--- src/rtl/ckdis_pkg.sv ---
package ckdis_pkg;
  localparam int unsigned NSRC_DEF = 8;
  localparam int unsigned DATA_W   = 32;

  typedef enum logic [1:0] {
    SEL_NONE   = 2'd0,
    SEL_DIRECT = 2'd1,
    SEL_SET    = 2'd2,
    SEL_CLR    = 2'd3
  } ckdis_sel_e;
endpackage

--- src/rtl/ckdis_dec.sv ---
module ckdis_dec
  import ckdis_pkg::*;
#(
  parameter int unsigned ADDR_W  = 8,
  parameter logic [ADDR_W-1:0] DIR_OFS = 8'h30,
  parameter logic [ADDR_W-1:0] SET_OFS = 8'h34,
  parameter logic [ADDR_W-1:0] CLR_OFS = 8'h38
) (
  input  logic [ADDR_W-1:0] addr,
  output ckdis_sel_e        sel
);
  always_comb begin
    if (addr == DIR_OFS)      sel = SEL_DIRECT;
    else if (addr == SET_OFS) sel = SEL_SET;
    else if (addr == CLR_OFS) sel = SEL_CLR;
    else                      sel = SEL_NONE;
  end
endmodule

--- src/rtl/ckdis_bits.sv ---
module ckdis_bits
  import ckdis_pkg::*;
#(
  parameter int unsigned   NSRC     = 8,
  parameter logic [NSRC-1:0] RST_VAL  = 8'hCE,
  parameter logic [NSRC-1:0] FIX_MASK = 8'h04
) (
  input  logic            clk,
  input  logic            rst_n,
  input  logic            wr_en,
  input  ckdis_sel_e      sel,
  input  logic [NSRC-1:0] wdata,
  output logic [NSRC-1:0] flags
);
  localparam logic [NSRC-1:0] RST_EFF = RST_VAL | FIX_MASK;

  logic [NSRC-1:0] flags_q;

  for (genvar i = 0; i < NSRC; i++) begin : g_bit
    logic raw_d;
    logic bit_d;
    always_comb begin
      raw_d = flags_q[i];
      if (wr_en) begin
        unique case (sel)
          SEL_DIRECT: raw_d = wdata[i];
          SEL_SET:    raw_d = flags_q[i] | wdata[i];
          SEL_CLR:    raw_d = flags_q[i] & ~wdata[i];
          default:    raw_d = flags_q[i];
        endcase
      end
      bit_d = FIX_MASK[i] | raw_d;
    end
    always_ff @(posedge clk or negedge rst_n) begin
      if (!rst_n) flags_q[i] <= RST_EFF[i];
      else        flags_q[i] <= bit_d;
    end
  end

  assign flags = flags_q;


  set_never_clears_chk: assert property (@(posedge clk) disable iff (!rst_n)
    (wr_en && sel == SEL_SET) |=> ((flags_q & $past(flags_q)) == $past(flags_q)));


  clr_never_sets_chk: assert property (@(posedge clk) disable iff (!rst_n)
    (wr_en && sel == SEL_CLR) |=> ((flags_q | $past(flags_q)) == $past(flags_q)));


  idle_holds_chk: assert property (@(posedge clk) disable iff (!rst_n)
    (!wr_en || sel == SEL_NONE) |=> $stable(flags_q));


  fixed_bits_chk: assert property (@(posedge clk) disable iff (!rst_n)
    ((flags_q & FIX_MASK) == FIX_MASK));
endmodule

--- src/rtl/ckdis_rd.sv ---
module ckdis_rd
  import ckdis_pkg::*;
#(
  parameter int unsigned NSRC = 8
) (
  input  ckdis_sel_e        sel,
  input  logic [NSRC-1:0]   flags,
  output logic [DATA_W-1:0] rdata
);
  always_comb begin
    rdata = '0;
    if (sel != SEL_NONE) rdata[NSRC-1:0] = flags;
  end
endmodule

--- src/rtl/clksrc_gate_ctrl.sv ---
module clksrc_gate_ctrl
  import ckdis_pkg::*;
#(
  parameter int unsigned ADDR_W = 8,
  parameter int unsigned NSRC   = NSRC_DEF,
  parameter logic [ADDR_W-1:0] DIR_OFS = 8'h30,
  parameter logic [ADDR_W-1:0] SET_OFS = 8'h34,
  parameter logic [ADDR_W-1:0] CLR_OFS = 8'h38,
  parameter logic [NSRC-1:0] RST_VAL  = 8'hCE,
  parameter logic [NSRC-1:0] FIX_MASK = 8'h04
) (
  input  logic              clk,
  input  logic              rst_n,
  input  logic [ADDR_W-1:0] bus_addr,
  input  logic              bus_wr,
  input  logic [DATA_W-1:0] bus_wdata,
  input  logic              bus_priv,
  output logic [DATA_W-1:0] bus_rdata,
  output logic [NSRC-1:0]   src_off
);
  ckdis_sel_e sel;
  logic       wr_ok;
  logic       unused_hi;

  assign wr_ok     = bus_wr & bus_priv;
  assign unused_hi = ^bus_wdata[DATA_W-1:NSRC];

  ckdis_dec #(
    .ADDR_W(ADDR_W), .DIR_OFS(DIR_OFS), .SET_OFS(SET_OFS), .CLR_OFS(CLR_OFS)
  ) u_dec (
    .addr(bus_addr),
    .sel (sel)
  );

  ckdis_bits #(
    .NSRC(NSRC), .RST_VAL(RST_VAL), .FIX_MASK(FIX_MASK)
  ) u_bits (
    .clk  (clk),
    .rst_n(rst_n),
    .wr_en(wr_ok),
    .sel  (sel),
    .wdata(bus_wdata[NSRC-1:0]),
    .flags(src_off)
  );

  ckdis_rd #(.NSRC(NSRC)) u_rd (
    .sel  (sel),
    .flags(src_off),
    .rdata(bus_rdata)
  );


  unpriv_ignored_chk: assert property (@(posedge clk) disable iff (!rst_n)
    (bus_wr && !bus_priv) |=> $stable(src_off));


  upper_zero_chk: assert property (@(posedge clk) disable iff (!rst_n)
    (bus_rdata[DATA_W-1:NSRC] == '0));


  miss_reads_zero_chk: assert property (@(posedge clk) disable iff (!rst_n)
    ((bus_addr != DIR_OFS && bus_addr != SET_OFS && bus_addr != CLR_OFS)
     |-> (bus_rdata == '0)));


  read_tracks_out_chk: assert property (@(posedge clk) disable iff (!rst_n)
    ((bus_addr == DIR_OFS || bus_addr == SET_OFS || bus_addr == CLR_OFS)
     |-> (bus_rdata[NSRC-1:0] == src_off)));
endmodule

--- config.mk ---
export PLATFORM = sky130hd
export DESIGN_NAME = clksrc_gate_ctrl
export DESIGN_NICKNAME = d
export VERILOG_FILES = /design/src/rtl/ckdis_pkg.sv /design/src/rtl/ckdis_dec.sv /design/src/rtl/ckdis_bits.sv /design/src/rtl/ckdis_rd.sv /design/src/rtl/clksrc_gate_ctrl.sv
export SDC_FILE = /design/constraint.sdc
export NUM_CORES = 1
export LEC_CHECK = 0
export BUFFER_PORTS_ARGS = -buffer_cell sky130_fd_sc_hd__buf_2
export CAP_MARGIN = 25
export CORE_UTILIZATION = 31
export CTS_CLUSTER_SIZE = 25
export DETAILED_ROUTE_END_ITERATION = 10
export GPL_ROUTABILITY_DRIVEN = 0
export PLACE_DENSITY_LB_ADDON = 0.25
export SYNTH_ARGS = -nofsm -noshare
export SYNTH_HDL_FRONTEND = slang
export SYNTH_SLANG_ARGS = --single-unit
--- constraint.sdc ---
create_clock -name clk -period 3.1 [get_ports clk]
set_clock_uncertainty 0.05 [all_clocks]
set_input_delay 0.93 -clock clk [delete_from_list [all_inputs] [get_ports clk]]
set_output_delay 0.93 -clock clk [all_outputs]
set_load 0.05 [all_outputs]
==> results of run 1 <==
==> layer usage <==
layer / vias up / share of wire / routed length [um]
met5: - / 0 / 0
met4: 0 / 0 / 0
met3: 0 / 0.096 / 109
met2: 40 / 0.50 / 569
met1: 218 / 0.40 / 457
li1: 260 / - / -
==> logic make-up (layout without fill, tap and decap cells) <==
kind of cell,Yosys count,in the layout
AND/OR/NAND/NOR,25,25
buffers and inverters,26,39
AO/OA/AOI/OAI,8,8
flip-flops,7,7
other,2,25
==> stage by stage <==
step | cells | area (um^2) | hold WS (ps)
after floorplan | 91 | 743.2 | 584.4
after global placement | 124 | 748.2 | 468.0
after detailed placement | 124 | 748.2 | 471.5
after CTS | 129 | 862.1 | 452.1
after global routing | 129 | 862.1 | 468.8
final | 129 | 862.1 | 458.1
==> final cells by class <==
type,count,area [um^2],area share
Tap cell,25,31.28,0.03628
Multi-Input combinational cell,58,364.1,0.4224
Sequential cell,7,180.2,0.2090
Timing Repair Buffer,35,260.3,0.3019
Clock buffer,4,26.28,0.03048
==> worst max-delay path, stage by stage <==
cell and delay, ps:
buf_6 90, or4_4 540, a211oi_4 180, buf_6 150
and2_4 140, buf_8 140
==> report_power, final <==
group,internal [mW],switching (mW)
logic,0.0193,0.0970
clock network,0.0487,0.0277
registers,0.0981,0.00346
==> cell usage after synthesis <==
| master | n | area, um^2 |
|---|---|---|
| a211oi_2 | 1 | 12.51 |
| a22o_1 | 7 | 61.31 |
| and2_1 | 7 | 43.79 |
| buf_4 | 25 | 187.7 |
| buf_6 | 1 | 11.26 |
| conb_1 | 2 | 7.510 |
| dfrtp_1 | 3 | 75.07 |
| dfstp_2 | 4 | 105.1 |
| nand2_1 | 1 | 3.750 |
| nand4_1 | 1 | 6.260 |
| nor2b_1 | 7 | 43.79 |
| nor3_2 | 1 | 10.01 |
| or4_1 | 7 | 52.55 |
| or4_4 | 1 | 11.26 |
==> timing repair <==
item | CTS | global route
gates resized for setup | 23 | 0
buffers inserted | 1 | 0
pin swaps | 8 | 1
hold endpoints to repair | 0 | 0
setup endpoints to repair | 8 | 8
hold buffers | 0 | 0
==> worst max-delay path by stage <==
stage | from | to | cells after the start
floorplan | bus_addr[7] | bus_rdata[0] | 4
global placement | bus_addr[7] | bus_rdata[5] | 5
detailed placement | bus_addr[7] | bus_rdata[7] | 5
CTS | bus_addr[0] | bus_rdata[4] | 6
global route | bus_addr[0] | bus_rdata[1] | 6
finish | bus_addr[0] | bus_rdata[6] | 6
==> cell usage in the layout, fill, tap and decap left out, types with 2 or more instances in the layout <==
cell type / synthesis / final
conb_1: 2 / 25
buf_2: 0 / 25
and2_4: 0 / 7
nor2b_1: 7 / 7
or4_1: 7 / 7
a22o_1: 7 / 7
buf_8: 0 / 7
dfstp_2: 4 / 4
clkbuf_4: 0 / 3
dfrtp_1: 3 / 3
buf_6: 1 / 2
==> results.py, run 1 <==
metrics = {
    "worst_setup_path": {
        "cp_max_fo": 8,
        "arrival_ps": 2170,
        "start_kind": "primary input",
        "cp.required_ps": 2120,
        "r2r_cells": 1,
        "criticalPathCategory": "in -> out",
        "rrSetupSlack_ps": 2320,
        "end_kind": "primary output",
        "r2r_end": "u_bits.flags[6]",
        "reg2reg_from": "u_bits.flags[6]",
    },
    "global_route": {
        "grt_max_degree": 10,
        "grt_pass1_wl_um": 1593,
        "first_global_vias": 364,
        "grt.met3_usage": 0.01154,
        "met2_usage": 0.1833,
        "use_met1": 0.1218,
        "antenna_found_initial": 0,
        "track_usage": 0.1054,
        "grt.busiest_layer": "met2",
        "gr-total-overflow": 0,
    },
    "cts": {
        "cts_tree": "done",
        "cts_made_buffers": 3,
        "path_clk_slew_ps": 40,
        "htree_levels": 1,
        "insertion_delay_ps": 240,
        "clk_path_buf_depth": 2,
        "cts.sinks": 7,
        "clockRootBuffer": "clkbuf_4",
    },
    "hold_path": {
        "hp-class": "in -> async",
    },
    "finish": {
        "largest_reg_flops": 7,
        "fin_util": 0.4735,
        "nFillCells": 181,
        "fin_nets": 149,
        "drive_above_1_share": 0.5000,
        "syn_to_final_growth_pct": 36.44,
        "n_antenna_cell": 0,
    },
    "timing": {
        "setup_viol_count_final": 8,
        "hold_viol_final": 0,
        "fin_ws_ps": -53.69,
        "maxSlewViolCount": 0,
        "rsz0062_at_grt": "true",
        "fmax_mhz": 317.1,
        "fin_setup_tns_ps": -375.5,
        "period_share": 1.017,
        "timing.final.crit_period_ps": 3154,
    },
    "floorplanning": {
        "io_pins": 84,
        "initial_core_util": 0.3471,
        "core_area_mm2": 0.001821,
        "die_area_mm2": 0.002223,
        "fp-row-count": 15,
        "fp.dieH_um": 47.15,
        "die_w_um": 47.15,
    },
    "detailed_routing": {
        "post_drt_wl_per_cell_um": 8.814,
        "wl_um": 1137,
        "viasPerCell": 4.016,
        "dr.pass1.iters": 3,
        "ant_nets": 0,
        "drtIter0Drc": 1,
        "vias": 518,
        "drc": 0,
    },
    "outcome": {
        "violations": "negative setup slack",
        "status": "complete, but fails checks",
    },
    "yosys": {
        "synthCells": 68,
        "synth-simple-area-share": 0.2713,
        "ys_types": 14,
        "syn-cell-area_um2": 631.9,
        "yosys_warnings": 0,
        "synth_adder_area_share": 0,
        "synth_top_family_by_area": "buffers and inverters",
        "ys_seq_elements": 7,
        "synth-compound-area-share": 0.1168,
        "synth-xor-area-share": 0,
        "yosysSeqAreaShare": 0.2851,
        "syn_area_per_cell_um2": 9.292,
        "synthMuxAreaShare": 0,
    },
    "power": {
        "ir_drop_mv": 0.1162,
        "p_total_mw": 0.2943,
        "leakagePower_nw": 0.4350,
        "powerDensity_mw_per_mm2": 341.3,
    },
    "place": {
        "io_buffers": 33,
        "hpwl_um": 979.2,
        "pre_cts_ws_ps": -262.2,
    },
    "flow_run": {
        "drv_cap": 0,
    },
}
No activity file was read; power rests on OpenSTA's default activity.
==> inputs of run 2 (changes only) <==
==> constraint.sdc (replaced) <==
create_clock -name clk -period 3.1 [get_ports clk]
set_clock_uncertainty 0.05 [all_clocks]
set_input_delay 0.93 -clock clk [delete_from_list [all_inputs] [get_ports clk]]
set_output_delay 0.93 -clock clk [all_outputs]
set_load 0.1 [all_outputs]
==> run 2 against run 1 <==
Effect of this change:
- the flow still finishes with violations (negative setup slack)
- flip-flop and latch count did not move
- sequential share of layout area shrank 1.3 points
- via count decreased by 0.97%
- sequential power about the same
- largest cell class unchanged
- largest power group unchanged
==> results.py, run 2 (same netlist as run 1, synthesis figures left out) <==
metrics = {
    "detailed_routing": {
        "viasPerCell": 3.946,
        "drc": 0,
        "dr.pass1.iters": 4,
        "drtIter0Drc": 6,
        "vias": 513,
        "post_drt_wl_per_cell_um": 8.931,
        "wl_um": 1161,
        "ant_nets": 0,
    },
    "place": {
        "hpwl_um": 1083,
        "io_buffers": 33,
        "place_inst": 126,
        "pre_cts_ws_ps": -143.5,
    },
    "finish": {
        "mostFrequentLayoutCells": "conb_1, buf_2, buf_12",
        "largest_reg_flops": 7,
        "n_antenna_cell": 0,
        "syn_to_final_growth_pct": 45.54,
        "fin_nets": 150,
        "instances_no_fill": 130,
        "final_common_cell": "conb_1",
        "drive_above_1_share": 0.5048,
    },
    "cts": {
        "cts_tree": "done",
        "ctsHoldBuffers": 0,
        "path_clk_slew_ps": 50,
        "cts_made_buffers": 3,
        "insertion_delay_ps": 240,
        "cts.sinks": 7,
        "clockRootBuffer": "clkbuf_4",
        "clk_path_buf_depth": 2,
        "htree_levels": 1,
    },
    "worst_setup_path": {
        "cp.required_ps": 2120,
        "r2r_cells": 1,
        "arrival_ps": 2220,
        "cp_max_fo": 8,
        "start_kind": "primary input",
        "end_kind": "primary output",
        "criticalPathCategory": "in -> out",
    },
    "timing": {
        "period_share": 1.031,
        "fin_ws_ps": -96.05,
        "hold_viol_final": 0,
        "fin_setup_tns_ps": -695.1,
        "setup_viol_count_final": 8,
        "maxSlewViolCount": 0,
        "fmax_mhz": 312.9,
        "rsz0062_at_grt": "true",
        "timing.final.crit_period_ps": 3196,
    },
    "global_route": {
        "first_global_vias": 424,
        "gr-total-overflow": 0,
        "track_usage": 0.1183,
        "grt_pass1_wl_um": 1787,
        "antenna_found_initial": 0,
        "grt_max_degree": 10,
    },
    "outcome": {
        "status": "complete, but fails checks",
        "violations": "negative setup slack",
    },
    "flow_run": {
        "drv_cap": 0,
    },
    "floorplanning": {
        "initial_core_util": 0.3471,
        "fp.dieH_um": 47.15,
        "io_pins": 84,
        "fp-row-count": 15,
        "die_w_um": 47.15,
        "core_area_mm2": 0.001821,
        "die_area_mm2": 0.002223,
    },
    "power": {
        "ir_drop_mv": 0.1768,
        "leakagePower_nw": 0.4496,
        "powerDensity_mw_per_mm2": 412.1,
    },
    "hold_path": {
        "hp-class": "in -> async",
    },
}
==> run 2: changes by cell type in the layout (fill, tap and decap cells not counted), sizes merged <==
cell,change
buf,+1
==> run 2: repair_timing <==
item,4_1_cts,5_1_grt
gates resized for setup,2,0
endpoints found under the setup margin,8,8
pin swaps,3,0
setup buffers,0,0
==> run 2: path summary, 6_finish.rpt <==
path / startpoint / slack (ps) / endpoint
max in group asynchronous: rst_n / 2320 / u_bits.flags[6]
max: bus_addr[7] / -100 / bus_rdata[3]
min reg2reg: u_bits.flags[5] / 480 / u_bits.flags[5]
min in group clk: u_bits.flags[5] / 480 / u_bits.flags[5]
max reg2reg: u_bits.flags[6] / 2320 / u_bits.flags[6]
min: rst_n / 460 / u_bits.flags[4]
==> run 2: per-stage QoR <==
step	total power [mW]	hold WS (ps)	cell area (um^2)	util
after global placement	0.3008	463.4	883.3	0.4852
after global routing	0.3982	443.9	919.6	0.5052
after detailed placement	0.3019	467.6	883.3	0.4852
after floorplan	0.3029	584.4	743.2	-
final	0.3790	458.1	919.6	0.5052
after CTS	0.3810	456.5	919.6	0.5052
==> run 2: metal layers <==
| metal | global-route usage | vias to the layer above | routed length [um] |
|---|---|---|---|
| met3 | 0.02308 | 0 | 126 |
| met1 | 0.1415 | 214 | 483 |
| met5 | 0 | - | 0 |
| met4 | 0.06857 | 0 | 0 |
| met2 | 0.1972 | 40 | 551 |
| li1 | - | 259 | - |
==> run 2: cell type report <==
type	count	area, um^2
multi-input cells	58	364.1
well taps	25	31.28
clock buffers	4	26.28
flip-flops and latches	7	180.2
fillers	189	900.9
repair buffers	36	317.8
==> run 2: worst max-delay path: stages <==
cell	delay (ps)
buf_6	90
or4_4	540
a211oi_4	180
buf_6	150
and2_4	150
buf_12	160
==> run 2: report_power, final <==
part	internal [mW]	leakage, nW	total (mW)	switching [mW]
clock	0.0488	0.0150	0.0775	0.0287
sequential	0.0980	0.0827	0.102	0.00349
combinational	0.0198	0.352	0.200	0.180
==> inputs of run 3 (changes only) <==
--- a/config.mk
+++ b/config.mk
@@ -12,6 +12,8 @@
 export DETAILED_ROUTE_END_ITERATION = 10
 export GPL_ROUTABILITY_DRIVEN = 0
 export PLACE_DENSITY_LB_ADDON = 0.25
+export RECOVER_POWER = 50
+export REMOVE_ABC_BUFFERS = 1
 export SYNTH_ARGS = -nofsm -noshare
 export SYNTH_HDL_FRONTEND = slang
 export SYNTH_SLANG_ARGS = --single-unit
==> run 3 against run 2 <==
Effect of this change:
- the flow still finishes with violations (negative setup slack)
- power is 1.4% higher
- die area stayed put
- via count is 8.6% higher
- wire length is 16% higher
- utilization is 0.89 points lower
- final cell count stayed put
- non-clock buffer count stayed put
- largest power group unchanged
- highest routed layer is now met4
==> results.py, run 3 (same netlist as run 1, synthesis figures left out) <==
metrics = {
    "outcome": {
        "status": "complete, but fails checks",
        "violations": "negative setup slack",
    },
    "worst_setup_path": {
        "cp.required_ps": 2120,
        "start_kind": "primary input",
        "cp_max_fo": 8,
        "end_kind": "primary output",
        "criticalPathCategory": "in -> out",
        "arrival_ps": 2210,
        "rrSetupSlack_ps": 2310,
    },
    "detailed_routing": {
        "viasPerCell": 4.285,
        "drc": 0,
        "wl_um": 1344,
        "drtIter0Drc": 9,
        "dr.pass1.iters": 4,
        "ant_nets": 0,
        "vias": 557,
        "post_drt_wl_per_cell_um": 10.34,
    },
    "finish": {
        "syn_to_final_growth_pct": 42.97,
        "drive_above_1_share": 0.4667,
        "nFillCells": 197,
        "multiInputGateArea_um2": 356.6,
        "final_common_cell": "conb_1",
        "largest_reg_flops": 7,
        "n_antenna_cell": 0,
        "instances_no_fill": 130,
        "seqCellArea_um2": 180.2,
        "mostFrequentLayoutCells": "conb_1, buf_2, buf_12",
        "fin_nets": 150,
    },
    "floorplanning": {
        "fp.dieH_um": 47.15,
        "die_w_um": 47.15,
        "io_pins": 84,
        "fp-row-count": 15,
        "core_area_mm2": 0.001821,
        "die_area_mm2": 0.002223,
        "initial_core_util": 0.3471,
    },
    "timing": {
        "timing.final.crit_period_ps": 3191,
        "fin_setup_tns_ps": -639.3,
        "maxSlewViolCount": 0,
        "period_share": 1.029,
        "worst_pin_slew_ps": 1167,
        "fmax_mhz": 313.4,
        "hold_viol_final": 0,
        "setup_viol_count_final": 8,
        "rsz0062_at_grt": "true",
        "hold_slack_ps": 480.1,
        "slew_headroom": 0.2255,
        "fin_ws_ps": -90.82,
    },
    "cts": {
        "cts_setup_buffers": 0,
        "cts_tree": "done",
        "clockRootBuffer": "clkbuf_4",
        "clk_path_buf_depth": 2,
        "htree_levels": 1,
        "insertion_delay_ps": 250,
        "path_clk_slew_ps": 50,
        "ctsHoldBuffers": 0,
        "cts.sinks": 7,
        "cts_made_buffers": 3,
    },
    "place": {
        "pre_cts_ws_ps": -206.9,
        "place_inst": 126,
        "io_buffers": 33,
        "hpwl_um": 1085,
    },
    "global_route": {
        "antenna_found_initial": 0,
        "track_usage": 0.1368,
        "grt_pass1_wl_um": 2035,
        "grt_max_degree": 10,
        "first_global_vias": 447,
        "gr-total-overflow": 0,
    },
    "power": {
        "ir_drop_mv": 0.2271,
        "p_total_mw": 0.3842,
        "leakagePower_nw": 0.4327,
        "powerDensity_mw_per_mm2": 425.3,
    },
    "flow_run": {
        "drv_cap": 0,
    },
    "hold_path": {
        "hp-class": "reg -> reg",
    },
}
## run 3: area by class of cell
class / instances / area share
Multi-Input combinational cell: 58 / 0.3947
Timing Repair Buffer: 36 / 0.3421
Sequential cell: 7 / 0.1994
Tap cell: 25 / 0.03463
Clock buffer: 4 / 0.02909
## run 3: layer usage
metal | wire (um) | track usage | vias to the layer above
li1 | - | - | 262
met3 | 153 | 0.03846 | 2
met4 | 8 | 0.08571 | 0
met5 | 0 | 0 | -
met1 | 542 | 0.1791 | 249
met2 | 640 | 0.1972 | 44
## run 3: worst paths after layout
kind / from / to / cells after the start
max: bus_addr[0] / bus_rdata[7] / 6
min: u_bits.flags[5] / u_bits.flags[5] / 1
max reg2reg: u_bits.flags[7] / u_bits.flags[7] / 1
min reg2reg: u_bits.flags[5] / u_bits.flags[5] / 1
max in group asynchronous: rst_n / u_bits.flags[1] / 1
min in group asynchronous: rst_n / u_bits.flags[0] / 1
## run 3: through the flow
stage | util | area [um^2]
5_1_grt | 0.4962 | 903.4
3_5_place_dp | 0.4715 | 858.3
2_1_floorplan | - | 519.2
3_3_place_gp | 0.4715 | 858.3
4_1_cts | 0.4990 | 908.4
6_report | 0.4962 | 903.4
## run 3: worst max-delay path, cell delays in order
cell      delay [ps]
buf_6             90
or4_4            530
a211oi_2         150
buf_4            180
and2_4           160
buf_12           160
## run 3: power breakdown
group          leakage [nW]  internal, mW  switching, mW
clock network        0.0150        0.0492         0.0345
registers            0.0827        0.0979        0.00365
logic                 0.335        0.0188          0.180
total                 0.433         0.166          0.218
## run 3: what timing repair did
action / in CTS / in global routing
pin swaps: 9 / 0
resized for setup: 8 / 0
gates cloned: 0 / 0
hold endpoints to repair: 0 / 0
setup endpoints to repair: 8 / 8
